**config.mk**
```make
export PLATFORM = sky130hd
export DESIGN_NAME = bus_watchdog
export DESIGN_NICKNAME = d
export VERILOG_FILES = /design/src/rtl/bw_pkg.sv /design/src/rtl/bw_sync.sv /design/src/rtl/bw_cond_det.sv /design/src/rtl/bw_kick_qual.sv /design/src/rtl/bw_period_reg.sv /design/src/rtl/bw_timer.sv /design/src/rtl/bus_watchdog.sv
export SDC_FILE = /design/constraint.sdc
export NUM_CORES = 1
export LEC_CHECK = 0
export BUFFER_PORTS_ARGS = -buffer_cell sky130_fd_sc_hd__buf_2
export CAP_MARGIN = 20
export CORE_ASPECT_RATIO = 0.6
export CORE_MARGIN = 5
export CORE_UTILIZATION = 50
export CTS_BUF_LIST = sky130_fd_sc_hd__clkbuf_4 sky130_fd_sc_hd__clkbuf_8
export CTS_CLUSTER_DIAMETER = 80
export DETAILED_ROUTE_END_ITERATION = 7
export HOLD_SLACK_MARGIN = 0.15
export PLACE_DENSITY = 0.69
export SLEW_MARGIN = 5
export SYNTH_ARGS = -nofsm -noshare
export SYNTH_HDL_FRONTEND = slang
export SYNTH_SLANG_ARGS = --single-unit
export TNS_END_PERCENT = 1
```
**constraint.sdc**
```tcl
create_clock -name clk -period 2.32 [get_ports clk]
set_input_delay 0.464 -clock clk [delete_from_list [all_inputs] [get_ports clk]]
set_output_delay 0.464 -clock clk [all_outputs]
set_load 0.005 [all_outputs]
```
**src/rtl/bw_pkg.sv**
```systemverilog
package bw_pkg;
  typedef logic [1:0] per_sel_t;
  localparam per_sel_t SEL_OFF = 2'b00;
endpackage

```
**src/rtl/bw_sync.sv**
```systemverilog
module bw_sync #(
  parameter int STAGES = 2,
  parameter logic IDLE = 1'b1
) (
  input  logic clk,
  input  logic rst,
  input  logic din,
  output logic dout
);
  logic [STAGES-1:0] chain;

  always_ff @(posedge clk) begin
    if (rst) chain <= {STAGES{IDLE}};
    else     chain <= {chain[STAGES-2:0], din};
  end

  assign dout = chain[STAGES-1];
endmodule

```
**src/rtl/bw_cond_det.sv**
```systemverilog
module bw_cond_det #(
  parameter int SYNC_STAGES = 2
) (
  input  logic clk,
  input  logic rst,
  input  logic scl_in,
  input  logic sda_in,
  output logic scl_s,
  output logic start_det,
  output logic stop_det
);
  localparam int NLINES = 2;
  logic [NLINES-1:0] pins, synced, prev;

  assign pins = {scl_in, sda_in};

  for (genvar g = 0; g < NLINES; g++) begin : g_line
    bw_sync #(.STAGES(SYNC_STAGES), .IDLE(1'b1)) u_sync (
      .clk(clk), .rst(rst), .din(pins[g]), .dout(synced[g])
    );
  end

  always_ff @(posedge clk) begin
    if (rst) prev <= '1;
    else     prev <= synced;
  end

  assign scl_s     = synced[1];
  assign start_det = synced[1] & prev[1] & prev[0] & ~synced[0];
  assign stop_det  = synced[1] & prev[1] & ~prev[0] & synced[0];
endmodule

```
**src/rtl/bw_kick_qual.sv**
```systemverilog
module bw_kick_qual (
  input  logic clk,
  input  logic rst,
  input  logic scl_s,
  input  logic start_det,
  input  logic stop_det,
  output logic kick
);
  logic armed, low_seen, swing_seen;

  always_ff @(posedge clk) begin
    if (rst) begin
      armed      <= 1'b0;
      low_seen   <= 1'b0;
      swing_seen <= 1'b0;
      kick       <= 1'b0;
    end else begin
      kick <= stop_det & armed & swing_seen;
      if (start_det) begin
        armed      <= 1'b1;
        low_seen   <= 1'b0;
        swing_seen <= 1'b0;
      end else if (stop_det) begin
        armed      <= 1'b0;
        low_seen   <= 1'b0;
        swing_seen <= 1'b0;
      end else if (armed) begin
        if (!scl_s)        low_seen   <= 1'b1;
        else if (low_seen) swing_seen <= 1'b1;
      end
    end
  end
endmodule

```
**src/rtl/bw_period_reg.sv**
```systemverilog
module bw_period_reg
  import bw_pkg::*;
#(
  parameter per_sel_t SEL_RST = 2'b01
) (
  input  logic     clk,
  input  logic     rst,
  input  logic     wp_in,
  input  logic     cfg_we,
  input  per_sel_t cfg_wdata,
  output per_sel_t sel,
  output logic     sel_change
);
  logic accept;

  assign accept     = cfg_we & ~wp_in;
  assign sel_change = accept & (cfg_wdata != sel);

  always_ff @(posedge clk) begin
    if (rst)         sel <= SEL_RST;
    else if (accept) sel <= cfg_wdata;
  end
endmodule

```
**src/rtl/bw_timer.sv**
```systemverilog
module bw_timer
  import bw_pkg::*;
#(
  parameter int CNT_W = 16,
  parameter int PER0  = 0,
  parameter int PER1  = 60,
  parameter int PER2  = 150,
  parameter int PER3  = 400
) (
  input  logic     clk,
  input  logic     rst,
  input  logic     hold_in,
  input  logic     kick,
  input  logic     sel_change,
  input  per_sel_t sel,
  output logic     timeout_pulse
);
  localparam logic [CNT_W-1:0] L0 = CNT_W'(PER0);
  localparam logic [CNT_W-1:0] L1 = CNT_W'(PER1);
  localparam logic [CNT_W-1:0] L2 = CNT_W'(PER2);
  localparam logic [CNT_W-1:0] L3 = CNT_W'(PER3);

  logic [CNT_W-1:0] cnt, limit;
  logic             restart;

  always_comb begin
    case (sel)
      2'b00:   limit = L0;
      2'b01:   limit = L1;
      2'b10:   limit = L2;
      default: limit = L3;
    endcase
  end

  assign restart = hold_in | kick | sel_change;

  always_ff @(posedge clk) begin
    if (rst || restart) begin
      cnt           <= '0;
      timeout_pulse <= 1'b0;
    end else if (limit == '0) begin
      cnt           <= '0;
      timeout_pulse <= 1'b0;
    end else if (cnt == limit - 1'b1) begin
      cnt           <= '0;
      timeout_pulse <= 1'b1;
    end else begin
      cnt           <= cnt + 1'b1;
      timeout_pulse <= 1'b0;
    end
  end
endmodule

```
**src/rtl/bus_watchdog.sv**
```systemverilog
module bus_watchdog
  import bw_pkg::*;
#(
  parameter int       SYNC_STAGES = 2,
  parameter int       CNT_W       = 16,
  parameter int       PER0        = 0,
  parameter int       PER1        = 60,
  parameter int       PER2        = 150,
  parameter int       PER3        = 400,
  parameter per_sel_t SEL_RST     = 2'b01
) (
  input  logic       clk,
  input  logic       rst,
  input  logic       hold_in,
  input  logic       scl_in,
  input  logic       sda_in,
  input  logic       wp_in,
  input  logic       cfg_we,
  input  logic [1:0] cfg_wdata,
  output logic [1:0] period_sel,
  output logic       timeout_pulse
);
  logic scl_s, start_det, stop_det, kick, sel_change;

  bw_cond_det #(.SYNC_STAGES(SYNC_STAGES)) u_det (
    .clk(clk), .rst(rst), .scl_in(scl_in), .sda_in(sda_in),
    .scl_s(scl_s), .start_det(start_det), .stop_det(stop_det)
  );

  bw_kick_qual u_qual (
    .clk(clk), .rst(rst), .scl_s(scl_s),
    .start_det(start_det), .stop_det(stop_det), .kick(kick)
  );

  bw_period_reg #(.SEL_RST(SEL_RST)) u_preg (
    .clk(clk), .rst(rst), .wp_in(wp_in), .cfg_we(cfg_we),
    .cfg_wdata(cfg_wdata), .sel(period_sel), .sel_change(sel_change)
  );

  bw_timer #(
    .CNT_W(CNT_W), .PER0(PER0), .PER1(PER1), .PER2(PER2), .PER3(PER3)
  ) u_timer (
    .clk(clk), .rst(rst), .hold_in(hold_in), .kick(kick),
    .sel_change(sel_change), .sel(period_sel), .timeout_pulse(timeout_pulse)
  );
endmodule

```
==> flow_metrics.py, run 1 <==
metrics = {
    "status": {
        "status": "finished clean",
    },
    "routing": {
        "drtPass1Iterations": 5,
        "avgViaCountPerCell": 5.66,
        "ant_nets": 0,
        "drtIter0Drc": 110,
        "drc": 0,
        "wl_per_cell_um": 14.4,
        "routed_wl_mm": 2.83,
        "num_vias": 1110,
    },
    "min_path": {
        "hp-class": "in -> reg",
        "min_from": "sda_in",
    },
    "floorplan": {
        "die_w_um": 77.4,
        "start_util": 0.532,
        "die_y_um": 50.4,
        "design.die.area_um2": 3900,
        "fp.coreArea_um2": 2560,
        "num_rows": 14,
        "io_pins": 12,
    },
    "critical_path": {
        "cp_num_buf_inv": 1,
        "cp_max_fo": 7,
        "cp.arrival_ns": 2.24,
        "critPathLaunch": "u_preg.sel[1]",
        "startpoint_type": "flop",
        "cp_cell_sequence": "inv_1 -> ha_1 -> nor4bb_1 -> a311oi_2 -> a2111oi_4 -> nor3b_1",
        "slowest_delay_ns": 0.59,
        "worst_path_dominant_cell_family": "compound AO/OA/AOI/OAI gates",
        "critPathRequiredTime_ns": 2.47,
        "reg2reg_from": "u_preg.sel[1]",
        "endpoint_kind": "flop",
        "worstSetupPathType": "reg -> reg",
        "critical-path-slowest-cell": "a2111oi_4",
    },
    "placed_design": {
        "routabilityCongestion": 0.847,
        "dp_hpwl_mm": 2.09,
        "preCtsSetupSlack_ns": 0.239,
        "portBuffers": 11,
        "dp_cells": 188,
    },
    "synth": {
        "yosysSeqAreaShare": 0.426,
        "synth_top_area_share": 0.426,
        "ys_warn_count": 0,
        "yosysTopAreaCell": "dfxtp_1",
        "ys_types": 31,
        "syn_area_um2": 1360,
        "synth_area_leaders": "dfxtp_1 (43%), xnor2_1 (8.4%), nor2_1 (5.0%), ha_1 (4.6%), xor2_1 (3.9%)",
        "synthCells": 149,
        "synth_seq_cells": 29,
        "synth_area_per_cell_um2": 9.14,
        "synth_nets": 163,
    },
    "pwr": {
        "switching_share": 0.224,
        "p_total_mw": 1.04,
        "powerDensity_nw_per_um2": 670,
        "p_comb_frac": 0.060,
        "intPower_uw": 803,
        "irDropWorstVdd_v": 0.000347,
        "clkPwrFrac": 0.439,
        "p_switching_uw": 232,
        "p_leak_nw": 0.556,
        "p_seq_frac": 0.501,
    },
    "clock_network": {
        "cts.sinks": 29,
        "clockBufferDepth": 2,
        "cts_tree": "done",
        "cts_root_buffer": "clkbuf_8",
        "h-tree-depth": 2,
        "worstSkewPairLatency_ns": 0.28,
        "path_clk_slew_ns": 0.06,
        "post_cts_resized": 0,
        "cts_hold_buf": 0,
        "post_cts_buffers": 0,
        "numCtsBuffers": 5,
    },
    "timing": {
        "clock_skew_ns": 0.00765,
        "final_max_slew_viol_count": 0,
        "clock.fmax_ghz": 0.478,
        "hold_violations": 0,
        "slew_headroom": 0.637,
        "rsz0062_at_grt": "false",
        "min_period_over_period": 0.902,
        "whs_ns": 0.361,
        "report.final.setup_viol": 0,
        "tightest_slew_ns": 0.545,
        "finalWorstSetupSlack_ns": 0.228,
        "min_period_ns": 2.09,
        "tns_ns": 0,
    },
    "final_layout": {
        "areaGrowthSynthToFinish_pct": 13.5,
        "antenna_cells": 0,
        "drive_above_1_share": 0.195,
        "layout_common_cells": "dfxtp_1 (29), nor2_1 (18), xnor2_1 (13)",
        "fin_cells": 196,
        "fill_cells": 224,
        "final_nets": 177,
        "layout_commonest_cell": "dfxtp_1",
    },
    "run": {
        "drv_cap": 0,
    },
    "grt": {
        "grt_max_degree": 17,
        "grt_pass1_wl_mm": 4.89,
        "antenna_found_initial": 0,
        "grt_pass1_vias": 1003,
        "grt.overflow.total": 0,
        "grt_usage": 0.162,
    },
}
==> per-layer routing <==
layer / global-route usage / wire, um / up-vias
met2: 0.198 / 1090 / 32
met1: 0.240 / 1510 / 520
met4: 0.0857 / 59 / 0
met3: 0.0589 / 174 / 9
li1: - / - / 549
met5: 0 / 0 / -
==> power groups by stage <==
stage | clock network (mW) | registers [mW] | logic [mW]
2_1_floorplan | 0 | 0.526 | 0.0426
3_3_place_gp | 0 | 0.528 | 0.0592
3_5_place_dp | 0 | 0.529 | 0.0620
4_1_cts | 0.466 | 0.518 | 0.0621
5_1_grt | 0.490 | 0.519 | 0.0697
6_report | 0.454 | 0.518 | 0.0622
==> synthesized netlist by cell type (all sizes together) <==
| cell | instances |
|---|---|
| dfxtp | 29 |
| nor2 | 18 |
| xnor2 | 13 |
| nor3 | 9 |
| nor4 | 9 |
| nand2 | 8 |
| nand3 | 7 |
| or2 | 7 |
| inv | 6 |
| nand4 | 6 |
| xor2 | 6 |
| ha | 5 |
| clkbuf | 4 |
| a21oi | 3 |
| a311oi | 3 |
| nor3b | 3 |
| and3b | 2 |
| o21ai | 2 |
| a2111oi | 1 |
| a211o | 1 |
| a31oi | 1 |
| and2 | 1 |
| buf | 1 |
| nor2b | 1 |
| nor4b | 1 |
| nor4bb | 1 |
| o22ai | 1 |
==> final timing paths <==
path,to,slack [ns],depth (start not counted)
worst max register to register,u_timer.cnt[1],0.23,6
worst min register to register,u_det.g_line[0].u_sync.chain[1],0.41,1
worst min-delay path,u_det.g_line[0].u_sync.chain[0],0.36,2
worst max-delay path,u_timer.cnt[1],0.23,6
==> flip-flops by register name, summed over array words and instances, names as in the netlist <==
signal                     flops
u_timer.timeout_pulse          1
u_qual.kick                    1
u_det.g_line.u_sync.chain      4
u_preg.sel                     2
u_qual.swing_seen              1
u_timer.cnt                   16
u_qual.armed                   1
u_qual.low_seen                1
u_det.prev                     2
==> layout make-up <==
cell class / count / area [um2] / share of cell area
Clock buffer: 7 / 96.3 / 0.0623
Clock inverter: 1 / 5.00 / 0.00324
Inverter: 6 / 22.5 / 0.0146
Multi-Input combinational cell: 109 / 738 / 0.478
Sequential cell: 29 / 581 / 0.376
Tap cell: 32 / 40.0 / 0.0259
Timing Repair Buffer: 12 / 62.6 / 0.0405
==> logic make-up after synthesis <==
family | count (synthesis) | synth area share
AOI/OAI and AO/OA | 12 | 0.0781
xor gates and xnor gates | 19 | 0.122
adders and majority gates | 5 | 0.0460
buffers and inverters | 11 | 0.0312
DFF | 29 | 0.426
and+or+nand+nor | 73 | 0.296
==> through the flow <==
step | cell area [um2] | util
after CTS | 1550 | 0.604
after detailed placement | 1440 | 0.565
after global placement | 1440 | 0.565
after global routing | 1550 | 0.604
final | 1550 | 0.604
after floorplan | 1360 | -
Power figures use the tool's default switching activity.
==> run 2: changes to the inputs <==
--- a/config.mk
+++ b/config.mk
@@ -9,12 +9,12 @@
 export CAP_MARGIN = 20
 export CORE_ASPECT_RATIO = 0.6
 export CORE_MARGIN = 5
-export CORE_UTILIZATION = 50
+export CORE_UTILIZATION = 52
 export CTS_BUF_LIST = sky130_fd_sc_hd__clkbuf_4 sky130_fd_sc_hd__clkbuf_8
 export CTS_CLUSTER_DIAMETER = 80
 export DETAILED_ROUTE_END_ITERATION = 7
 export HOLD_SLACK_MARGIN = 0.15
-export PLACE_DENSITY = 0.69
+export PLACE_DENSITY = 0.71
 export SLEW_MARGIN = 5
 export SYNTH_ARGS = -nofsm -noshare
 export SYNTH_HDL_FRONTEND = slang
==> run 2 against run 1 <==
  * Flip-flop and latch count is the same
  * Core utilization up 0.82 points
  * Sequential power about the same
  * Highest routed layer unchanged
  * Largest cell class unchanged
  * Count of clock-buffer cells in the layout unchanged
  * Combinational power shrank 0.6%
  * Global-route usage fell by 0.055 points
  * Setup slack improved by 0.019 ns
==> flow_metrics.py, run 2 (same netlist as run 1, synthesis figures left out) <==
metrics = {
    "final_layout": {
        "areaGrowthSynthToFinish_pct": 12.7,
        "drive_above_1_share": 0.190,
        "top_regs": "u_timer.cnt x16, u_det.g_line.u_sync.chain x4",
        "antenna_cells": 0,
        "top_register": "u_timer.cnt",
        "largest_reg_flops": 16,
        "layout_common_cells": "dfxtp_1 (29), nor2_1 (18), xnor2_1 (13)",
        "final_nets": 177,
        "layout_commonest_cell": "dfxtp_1",
        "fin_cells": 195,
    },
    "clock_network": {
        "path_clk_slew_ns": 0.06,
        "cts_hold_buf": 0,
        "cts_root_buffer": "clkbuf_8",
        "worstSkewPairLatency_ns": 0.29,
        "numCtsBuffers": 5,
        "post_cts_buffers": 0,
        "clockBufferDepth": 2,
        "post_cts_resized": 0,
        "h-tree-depth": 2,
        "cts_tree": "done",
        "cts.sinks": 29,
    },
    "routing": {
        "num_vias": 1066,
        "avgViaCountPerCell": 5.47,
        "drc": 0,
        "drtPass1Iterations": 4,
        "ant_nets": 0,
        "wl_per_cell_um": 14.2,
        "routed_wl_mm": 2.77,
        "drtIter0Drc": 90,
    },
    "timing": {
        "clock.fmax_ghz": 0.482,
        "tns_ns": 0,
        "rsz0062_at_grt": "false",
        "min_period_ns": 2.07,
        "final_max_slew_viol_count": 0,
        "slew_headroom": 0.671,
        "hold_violations": 0,
        "min_period_over_period": 0.893,
        "clock_skew_ns": 0.00504,
        "tightest_slew_ns": 0.494,
        "report.final.setup_viol": 0,
    },
    "critical_path": {
        "critPathLaunch": "u_preg.sel[0]",
        "reg2reg_to": "u_timer.cnt[8]",
        "endpoint_kind": "flop",
        "endpoint": "u_timer.cnt[8]",
        "worstSetupPathType": "reg -> reg",
        "cp_max_fo": 7,
        "critPathRequiredTime_ns": 2.47,
        "reg2reg_from": "u_preg.sel[0]",
        "r2r_setup_slack_ns": 0.25,
        "startpoint_type": "flop",
        "rr_worst_depth": 6,
        "cp.arrival_ns": 2.22,
    },
    "floorplan": {
        "start_util": 0.543,
        "design.die.area_um2": 3770,
        "die_w_um": 76.1,
        "num_rows": 14,
        "fp.coreArea_um2": 2500,
        "die_y_um": 49.6,
        "io_pins": 12,
    },
    "grt": {
        "grt_usage": 0.162,
        "grt_pass1_vias": 1047,
        "grt_max_degree": 14,
        "antenna_found_initial": 0,
        "grt_pass1_wl_mm": 4.82,
        "grt.overflow.total": 0,
    },
    "run": {
        "drv_cap": 0,
    },
    "pwr": {
        "p_leak_nw": 0.549,
        "powerDensity_nw_per_um2": 656,
        "irDropWorstVdd_v": 0.000399,
    },
    "placed_design": {
        "routabilityCongestion": 0.848,
        "dp_cells": 188,
        "portBuffers": 11,
        "dp_hpwl_mm": 2.10,
    },
    "min_path": {
        "hp-class": "in -> reg",
        "hold_depth": 2,
    },
    "status": {
        "status": "finished clean",
    },
}
## run 2: final cells by class
class                   count  area [um2]
well taps                  32        40.0
fillers                   223         971
repair buffers             12        62.6
inverters                   6        22.5
clock buffers               7        90.1
multi-input cells         109         738
flip-flops and latches     29         581
## run 2: critical path, stage by stage, from the launching register on
cell and delay [ns]:
dfxtp_1 0.41, inv_1 0.11, ha_1 0.30, nor4bb_1 0.36, a311oi_2 0.10, a2111oi_4 0.55
nor3_1 0.11
## run 2: worst min path at each step
| stage | from | end | slack, ns |
|---|---|---|---|
| after floorplan | u_det.g_line[0].u_sync.chain[0] | u_det.g_line[0].u_sync.chain[1] | 0.39 |
| after global placement | u_det.g_line[1].u_sync.chain[0] | u_det.g_line[1].u_sync.chain[1] | 0.39 |
| after detailed placement | u_det.g_line[0].u_sync.chain[0] | u_det.g_line[0].u_sync.chain[1] | 0.40 |
| after CTS | scl_in | u_det.g_line[1].u_sync.chain[0] | 0.35 |
| after global routing | scl_in | u_det.g_line[1].u_sync.chain[0] | 0.36 |
| final | scl_in | u_det.g_line[1].u_sync.chain[0] | 0.36 |
## run 2: stage by stage
stage               power (mW)  hold WS (ns)  utilization  setup WS [ns]  area [um2]
floorplan                0.569         0.389            -          0.470        1360
global placement         0.587         0.393        0.576          0.352        1440
detailed placement       0.591         0.397        0.576          0.262        1440
CTS                       1.02         0.353        0.612          0.242        1530
global route              1.05         0.365        0.612         0.0640        1530
finish                    1.01         0.360        0.612          0.247        1530
## run 2: routing by layer
metal	track usage	routed length [um]	share of wire	up-vias
met5	0	0	0	-
met4	0.0872	60	0.022	0
met3	0.0545	198	0.071	8
met2	0.216	1120	0.40	34
met1	0.226	1390	0.50	477
li1	-	-	-	547
## run 2: power breakdown
part	total, mW	internal, mW	switching (mW)
logic	0.0618	0.0285	0.0334
registers	0.518	0.508	0.0107
clock network	0.425	0.246	0.179
==> run 3: changes to the inputs <==
==> constraint.sdc (replaced) <==
create_clock -name clk -period 2.11 [get_ports clk]
set_input_delay 0.422 -clock clk [delete_from_list [all_inputs] [get_ports clk]]
set_output_delay 0.422 -clock clk [all_outputs]
set_load 0.005 [all_outputs]
==> run 3 against run 2 <==
  * Maximum frequency grew 5.3%
  * Non-clock buffer count is 2 higher
  * Global-route usage rose by 0.66 points
  * Combinational power grew 12%
==> flow_metrics.py, run 3 (same netlist as run 1, synthesis figures left out) <==
metrics = {
    "status": {
        "status": "finished clean",
    },
    "min_path": {
        "hp-class": "in -> reg",
    },
    "final_layout": {
        "utilization": 0.619,
        "top_register": "u_timer.cnt",
        "largest_reg_flops": 16,
        "areaGrowthSynthToFinish_pct": 14.0,
        "drive_above_1_share": 0.211,
        "layout_common_cells": "dfxtp_1 (29), nor2_1 (18), xnor2_1 (13)",
        "antenna_cells": 0,
        "layout_commonest_cell": "dfxtp_1",
        "final_nets": 179,
        "top_regs": "u_timer.cnt x16, u_det.g_line.u_sync.chain x4",
    },
    "clock_network": {
        "cts_tree": "done",
        "path_clk_slew_ns": 0.06,
        "worstSkewPairLatency_ns": 0.29,
        "numCtsBuffers": 5,
        "clockBufferDepth": 2,
        "h-tree-depth": 2,
        "cts.sinks": 29,
        "cts_root_buffer": "clkbuf_8",
    },
    "timing": {
        "min_period_ns": 1.97,
        "finalWorstSetupSlack_ns": 0.141,
        "min_period_over_period": 0.933,
        "whs_ns": 0.314,
        "clock_skew_ns": 0.0101,
        "final_max_slew_viol_count": 0,
        "clock.fmax_ghz": 0.508,
        "tns_ns": 0,
        "tightest_slew_ns": 0.403,
        "hold_violations": 0,
        "report.final.setup_viol": 0,
        "slew_headroom": 0.731,
    },
    "pwr": {
        "p_leak_nw": 0.557,
        "powerDensity_nw_per_um2": 700,
        "switching_share": 0.249,
        "p_comb_frac": 0.064,
        "p_total_mw": 1.09,
        "irDropWorstVdd_v": 0.000460,
        "p_seq_frac": 0.524,
        "clkPwrFrac": 0.412,
        "intPower_uw": 816,
        "p_switching_uw": 270,
    },
    "critical_path": {
        "cp_max_fo": 5,
        "cp.arrival_ns": 2.14,
        "startpoint_type": "flop",
        "worstSetupPathType": "reg -> reg",
        "endpoint_kind": "flop",
        "critPathRequiredTime_ns": 2.28,
    },
    "placed_design": {
        "preCtsSetupSlack_ns": 0.0358,
        "portBuffers": 11,
        "routabilityCongestion": 0.821,
        "dp_hpwl_mm": 2.09,
    },
    "routing": {
        "routed_wl_mm": 2.91,
        "num_vias": 1123,
        "wl_per_cell_um": 14.7,
        "ant_nets": 0,
        "avgViaCountPerCell": 5.67,
        "drtIter0Drc": 108,
        "drtPass1Iterations": 4,
        "drc": 0,
    },
    "grt": {
        "grt_usage": 0.168,
        "grt.overflow.total": 0,
        "grt_max_degree": 17,
        "grt_pass1_wl_mm": 5.01,
        "antenna_found_initial": 0,
        "grt_pass1_vias": 1112,
    },
    "floorplan": {
        "die_w_um": 76.1,
        "design.die.area_um2": 3770,
        "start_util": 0.543,
        "io_pins": 12,
        "fp.coreArea_um2": 2500,
        "num_rows": 14,
        "die_y_um": 49.6,
    },
    "run": {
        "drv_cap": 0,
    },
}
run 3: changes by cell type in the layout (fill, tap and decap cells not counted), sizes merged:
cell / before / now
clkinv: 0 / 2
buf: 12 / 14
clkinvlp: 0 / 1
clkbuf: 7 / 5
run 3: power groups by stage:
stage	Combinational, mW	Sequential (mW)	Clock (mW)
floorplan	0.0468	0.579	0
detailed placement	0.0687	0.582	0
CTS	0.0691	0.569	0.455
global placement	0.0652	0.581	0
global route	0.0780	0.571	0.482
finish	0.0693	0.569	0.447
run 3: cell type report:
cell class	instances	area (um2)
fillers	213	953
inverters	6	22.5
clock inverters	3	17.5
multi-input cells	109	744
flip-flops and latches	29	581
well taps	32	40.0
clock buffers	5	68.8
repair buffers	14	77.6
run 3: worst paths after layout:
| check | from | to | slack, ns | depth (start not counted) |
|---|---|---|---|---|
| max | u_preg.sel[1] | u_timer.cnt[8] | 0.14 | 7 |
| min | scl_in | u_det.g_line[1].u_sync.chain[0] | 0.31 | 2 |
| max reg2reg | u_preg.sel[1] | u_timer.cnt[8] | 0.14 | 7 |
| min reg2reg | u_det.g_line[0].u_sync.chain[0] | u_det.g_line[0].u_sync.chain[1] | 0.41 | 1 |
run 3: stage by stage:
stage          std cells  cell area [um2]
2_1_floorplan        149             1360
3_3_place_gp         188             1440
3_5_place_dp         188             1440
4_1_cts              196             1530
5_1_grt              198             1550
6_report             198             1550
run 3: what timing repair did:
item,in CTS,in global routing
setup endpoints to repair,0,8
hold buffers,0,0
gates resized for setup,0,1
buffers inserted,0,2
run 3: worst max-delay path, stage by stage, from the launching register on:
cell and delay, ns:
dfxtp_1 0.41, inv_1 0.11, ha_1 0.30, xor2_1 0.20, nand3_1 0.19, a2111oi_4 0.39, buf_4 0.20, nor3_1 0.05
run 3: layer usage:
| metal | vias up | global-route usage | part of all wire |
|---|---|---|---|
| li1 | 552 | - | - |
| met1 | 518 | 0.226 | 0.49 |
| met2 | 43 | 0.219 | 0.41 |
| met3 | 10 | 0.0636 | 0.074 |
| met4 | 0 | 0.116 | 0.028 |
| met5 | - | 0 | 0 |
